`config.mk`:
```
export PLATFORM = sky130hd
export DESIGN_NAME = xgmii_loop_switch
export DESIGN_NICKNAME = d
export VERILOG_FILES = /design/src/rtl/lpbk_pkg.sv /design/src/rtl/lpbk_regs.sv /design/src/rtl/lpbk_route.sv /design/src/rtl/xgmii_loop_switch.sv
export SDC_FILE = /design/constraint.sdc
export NUM_CORES = 1
export LEC_CHECK = 0
export BUFFER_PORTS_ARGS = -buffer_cell sky130_fd_sc_hd__buf_4
export CAP_MARGIN = 10
export CELL_PAD_IN_SITES_DETAIL_PLACEMENT = 0
export CELL_PAD_IN_SITES_GLOBAL_PLACEMENT = 2
export CORE_MARGIN = 1.5
export CORE_UTILIZATION = 21
export CTS_CLUSTER_SIZE = 40
export DETAILED_ROUTE_END_ITERATION = 7
export PLACE_DENSITY_LB_ADDON = 0.15
export SKIP_CTS_REPAIR_TIMING = 1
export SYNTH_ARGS = -nofsm -noshare
export SYNTH_HDL_FRONTEND = slang
export SYNTH_SLANG_ARGS = --single-unit
```
`constraint.sdc`:
```
create_clock -name clk -period 1.15 [get_ports clk]
set_input_delay 0.0575 -clock clk [delete_from_list [all_inputs] [get_ports clk]]
set_output_delay 0.0575 -clock clk [all_outputs]
set_load 0.05 [all_outputs]
```
`src/rtl/lpbk_pkg.sv`:
```
package lpbk_pkg;
    localparam int unsigned REG_W     = 32;
    localparam int unsigned LANE_W    = 8;
    localparam logic [7:0]  IDLE_CHAR = 8'h07;

    // byte offsets of the control words
    localparam int unsigned OFS_LINE  = 'h00;
    localparam int unsigned OFS_RSVD  = 'h04;
    localparam int unsigned OFS_LOCAL = 'h08;

    typedef struct packed {
        logic             line_en;
        logic             local_en;
        logic [REG_W-1:0] rdata;
    } cfg_state_t;
endpackage

```
`src/rtl/lpbk_regs.sv`:
```
module lpbk_regs
    import lpbk_pkg::*;
#(
    parameter int unsigned ADDR_W = 8
) (
    input  logic              clk,
    input  logic              rst_n,
    input  logic [ADDR_W-1:0] cfg_addr,
    input  logic              cfg_wr,
    input  logic              cfg_rd,
    input  logic [REG_W-1:0]  cfg_wdata,
    output logic [REG_W-1:0]  cfg_rdata,
    output logic              line_en,
    output logic              local_en
);
    localparam logic [ADDR_W-1:0] A_LINE  = ADDR_W'(OFS_LINE);
    localparam logic [ADDR_W-1:0] A_LOCAL = ADDR_W'(OFS_LOCAL);

    cfg_state_t s_d, s_q;

    logic unused_wbits;
    assign unused_wbits = &{1'b0, cfg_wdata[REG_W-1:1]};

    always_comb begin
        s_d       = s_q;
        s_d.rdata = '0;
        if (cfg_wr) begin
            if (cfg_addr == A_LINE)  s_d.line_en  = cfg_wdata[0];
            if (cfg_addr == A_LOCAL) s_d.local_en = cfg_wdata[0];
        end
        if (cfg_rd) begin
            if (cfg_addr == A_LINE)  s_d.rdata = {{(REG_W-1){1'b0}}, s_q.line_en};
            if (cfg_addr == A_LOCAL) s_d.rdata = {{(REG_W-1){1'b0}}, s_q.local_en};
        end
    end

    always_ff @(posedge clk) begin
        if (!rst_n) s_q <= '0;
        else        s_q <= s_d;
    end

    assign cfg_rdata = s_q.rdata;
    assign line_en   = s_q.line_en;
    assign local_en  = s_q.local_en;
endmodule

```
`src/rtl/lpbk_route.sv`:
```
module lpbk_route
    import lpbk_pkg::*;
#(
    parameter int unsigned DATA_W = 64
) (
    input  logic                     clk,
    input  logic                     rst_n,
    input  logic                     line_en,
    input  logic                     local_en,
    input  logic [DATA_W-1:0]        mac_tx_d,
    input  logic [DATA_W/LANE_W-1:0] mac_tx_c,
    input  logic [DATA_W-1:0]        phy_rx_d,
    input  logic [DATA_W/LANE_W-1:0] phy_rx_c,
    output logic [DATA_W-1:0]        phy_tx_d,
    output logic [DATA_W/LANE_W-1:0] phy_tx_c,
    output logic [DATA_W-1:0]        mac_rx_d,
    output logic [DATA_W/LANE_W-1:0] mac_rx_c
);
    localparam int unsigned CTRL_W = DATA_W / LANE_W;

    typedef struct packed {
        logic [DATA_W-1:0] ptx_d;
        logic [CTRL_W-1:0] ptx_c;
        logic [DATA_W-1:0] mrx_d;
        logic [CTRL_W-1:0] mrx_c;
    } path_t;

    logic [DATA_W-1:0] idle_d;
    path_t p_d, p_q, p_rst;

    // one idle character per lane
    for (genvar g = 0; g < CTRL_W; g++) begin : g_idle
        assign idle_d[g*LANE_W +: LANE_W] = IDLE_CHAR;
    end

    assign p_rst = '{ptx_d: idle_d, ptx_c: '1, mrx_d: idle_d, mrx_c: '1};

    always_comb begin
        // PHY transmit: line wins, then local idles, else MAC transmit
        if (line_en) begin
            p_d.ptx_d = phy_rx_d;
            p_d.ptx_c = phy_rx_c;
        end else if (local_en) begin
            p_d.ptx_d = idle_d;
            p_d.ptx_c = '1;
        end else begin
            p_d.ptx_d = mac_tx_d;
            p_d.ptx_c = mac_tx_c;
        end
        // MAC receive: local turns MAC transmit around, else PHY receive
        if (local_en) begin
            p_d.mrx_d = mac_tx_d;
            p_d.mrx_c = mac_tx_c;
        end else begin
            p_d.mrx_d = phy_rx_d;
            p_d.mrx_c = phy_rx_c;
        end
    end

    always_ff @(posedge clk) begin
        if (!rst_n) p_q <= p_rst;
        else        p_q <= p_d;
    end

    assign phy_tx_d = p_q.ptx_d;
    assign phy_tx_c = p_q.ptx_c;
    assign mac_rx_d = p_q.mrx_d;
    assign mac_rx_c = p_q.mrx_c;
endmodule

```
`src/rtl/xgmii_loop_switch.sv`:
```
module xgmii_loop_switch
    import lpbk_pkg::*;
#(
    parameter int unsigned DATA_W = 64,
    parameter int unsigned ADDR_W = 8
) (
    input  logic                     clk,
    input  logic                     rst_n,
    input  logic [ADDR_W-1:0]        cfg_addr,
    input  logic                     cfg_wr,
    input  logic                     cfg_rd,
    input  logic [REG_W-1:0]         cfg_wdata,
    output logic [REG_W-1:0]         cfg_rdata,
    input  logic [DATA_W-1:0]        mac_tx_d,
    input  logic [DATA_W/LANE_W-1:0] mac_tx_c,
    input  logic [DATA_W-1:0]        phy_rx_d,
    input  logic [DATA_W/LANE_W-1:0] phy_rx_c,
    output logic [DATA_W-1:0]        phy_tx_d,
    output logic [DATA_W/LANE_W-1:0] phy_tx_c,
    output logic [DATA_W-1:0]        mac_rx_d,
    output logic [DATA_W/LANE_W-1:0] mac_rx_c
);
    logic line_en;
    logic local_en;

    lpbk_regs #(.ADDR_W(ADDR_W)) u_regs (
        .clk      (clk),
        .rst_n    (rst_n),
        .cfg_addr (cfg_addr),
        .cfg_wr   (cfg_wr),
        .cfg_rd   (cfg_rd),
        .cfg_wdata(cfg_wdata),
        .cfg_rdata(cfg_rdata),
        .line_en  (line_en),
        .local_en (local_en)
    );

    lpbk_route #(.DATA_W(DATA_W)) u_route (
        .clk      (clk),
        .rst_n    (rst_n),
        .line_en  (line_en),
        .local_en (local_en),
        .mac_tx_d (mac_tx_d),
        .mac_tx_c (mac_tx_c),
        .phy_rx_d (phy_rx_d),
        .phy_rx_c (phy_rx_c),
        .phy_tx_d (phy_tx_d),
        .phy_tx_c (phy_tx_c),
        .mac_rx_d (mac_rx_d),
        .mac_rx_c (mac_rx_c)
    );
endmodule

```
==> key figures <==
Status
  – Status: finished with violations
  – Violated checks: negative hold slack

Power
  – IR drop worst, VDD: 0.869 mV
  – Pwr/cell area: 1360 nW/um2
  – Static Leak: 0.00472 uW

Hold path
  – Worst Hold Depth: 3
  – Type of the tightest min-delay check: primary input to register

Routing
  – 1st-pass router iterations: 4
  – DRT antenna net count: 0
  – Number of DRC markers in iteration 0: 157
  – Routed vias: 5,324
  – Post-route DRC violation count: 0
  – Ratio of routed vias to standard cells: 4.00
  – Wirelength per Cell: 15.2 um
  – Overall routed net length: 20.3 mm

Worst setup path
  – Critical path start-end classification: register to register
  – CP endpoint kind: register
  – Required time of the worst setup path: 1460 ps
  – Worst-path fanout max: 10
  – Worst Reg-to-Reg Cells: 4
  – Setup crit start kind: register
  – Arrival time at the worst endpoint: 1450 ps

CTS
  – Deepest clock path buffer count: 2
  – Clock transition at the register clock pins on the worst setup and hold paths after CTS: 70 ps
  – TritonCTS clock tree: yes
  – CTS Buf Count: 17
  – CTS HTree Levels: 4
  – Sinks on the clock net: 147
  – Cell at the root of the clock tree: sky130_fd_sc_hd__clkbuf_16
  – Later-pin clock latency in the skew report: 420 ps

STA
  – Tmin final: 1150 ps
  – Worst hold slack: -5.86 ps
  – RSZ-0062 raised after global routing: true
  – Final Max Tran Viols: 0
  – Final setup violating endpoints: 0
  – Portion of the clock cycle consumed by the worst path in the final layout: 99.8%
  – Clk_skew: 13.6 ps
  – Achievable clock frequency: 871 MHz
  – Fin. Hold Viols: 1
  – Total Negative Setup Slacks: 0 ps

Cells and area
  – Number of diodes added for antenna fixing: 0
  – Layout Nets: 1,173
  – Share of cells above drive strength 1: 43.6%
  – Filler cell count in the final layout: 2,530
  – Register cell area after layout: 2950 um2
  – Commonest cells after routing, fill and taps aside: sky130_fd_sc_hd__buf_4, sky130_fd_sc_hd__dlygate4sd3_1, sky130_fd_sc_hd__dfxtp_1
  – Leading cell type in the layout, fill and taps excluded: sky130_fd_sc_hd__buf_4
  – Area of combinational cells with multiple inputs: 2570 um2
  – Area growth from synthesis to layout: 93.3%

Logic synthesis
  – Summed instance area of the synthesized netlist: 5650 um2
  – Seq/Total Area, Yosys: 52.1%
  – Top area cells in the synthesized netlist: sky130_fd_sc_hd__dfxtp_1, sky130_fd_sc_hd__mux2i_1, sky130_fd_sc_hd__nor2b_1, sky130_fd_sc_hd__o22ai_2, sky130_fd_sc_hd__a22oi_1
  – Count of flip-flops with a built-in enable after synthesis: 0
  – Share of async-settable or async-resettable flops after synthesis: 0%
  – Number of instances in the synthesized netlist: 523
  – Unique masters post-synth: 19
  – Yosys top cell area share: 52.1%
  – Yosys synthesis warning count: 0
  – Number of storage elements in the synthesis netlist: 147
  – Mean instance size in the synthesized netlist: 10.8 um2
  – Most common flop cell mapped by yosys: sky130_fd_sc_hd__dfxtp_1
  – Yosys top cell by area: sky130_fd_sc_hd__dfxtp_1

Floorplanning
  – DIE AREA: 27,900 um2
  – Area inside the core boundary: 26,200 um2
  – Number of top-level pins: 364
  – Initial cell density of the core: 21.6%
  – Floorplan die height: 167 um
  – X dimension of the die: 167 um
  – Placement row count: 59

Global routing
  – Via count of the first global-routing pass: 4,891
  – Largest net degree at the start of global routing: 71
  – Initial antenna violation count: 0
  – Global-route wire length before repair: 28.2 mm
  – All-layer global routing usage: 13.1%
  – Grt ovf: 0

Placement
  – Dpl hpwl: 13.7 mm
  – Port buffer count: 301
  – Gpl congestion: 0.758

Job
  – Max-capacitance violation count: 0
[stage by stage]
stage / cells / instance area [um2] / power, uW / utilization, % / setup slack (ps)
detailed placement: 1143 / 8320 / 8150 / 31.7 / -83.6
finish: 1331 / 10900 / 14800 / 41.7 / 1.74
CTS: 1173 / 8980 / 14600 / 34.3 / -89.0
floorplan: 553 / 5770 / 7170 / - / 10.1
global placement: 1143 / 8320 / 8140 / 31.7 / -66.2
global route: 1331 / 10900 / 15400 / 41.7 / -42.3
[logic make-up after synthesis]
group           share of synthesized area, %
simple gates                            14.2
mux                                     13.3
buf+inv                                 8.17
other cells                           0.0664
flops                                   52.1
compound gates                          12.2
[final cells by class]
class | instances | share of cell area, %
sequential | 147 | 27.0
multi-input combinational | 334 | 23.6
tap | 335 | 3.84
clock inverter | 12 | 2.11
timing repair buffer | 484 | 39.5
clock buffer | 18 | 3.93
inverter | 1 | 0.0344
[final timing paths]
kind | startpoint | to | slack (ps)
setup / recovery | u_regs.local_en | u_route.phy_tx_d[34] | 2
hold / removal | rst_n | u_regs.cfg_rdata[0] | -6
setup reg to reg | u_regs.local_en | u_route.phy_tx_d[34] | 2
hold reg to reg | u_regs.line_en | u_route.phy_tx_c[2] | 700
[synth_stat cells (all sizes together) (2+ instances only)]
cell / count
a22oi: 40
dfxtp: 147
clkbuf: 19
nor3: 2
buf: 52
nor2b: 80
mux2i: 75
o22ai: 32
nand2: 69
[layer usage]
layer / vias to the layer above / global-route usage, % / part of all wire (%)
li1: 2637 / - / -
met1: 2467 / 14.9 / 41
met2: 206 / 22.0 / 49
met3: 14 / 5.96 / 8.4
met4: 0 / 3.95 / 0.97
met5: - / 0 / 0
[report_power, final]
group	total [uW]	switching (uW)	internal [uW]
Clock	6350	2280	4070
Sequential	5440	79.3	5360
Combinational	3060	1800	1260
Total	14800	4160	10700
[flip-flops by register name, summed over array words and instances, names as in the netlist]
name	flops
u_regs.line_en	1
u_route.phy_tx_c	8
u_route.phy_tx_d	64
u_route.mac_rx_d	64
u_regs.cfg_rdata	1
u_route.mac_rx_c	8
u_regs.local_en	1
[critical path, cell delays in order, from the launching register on]
cell,delay [ps]
sky130_fd_sc_hd__dfxtp_4,360
sky130_fd_sc_hd__or2_4,320
sky130_fd_sc_hd__clkbuf_16,200
sky130_fd_sc_hd__o22ai_2,100
sky130_fd_sc_hd__nand2_1,60
No activity file was read; power rests on OpenSTA's default activity.
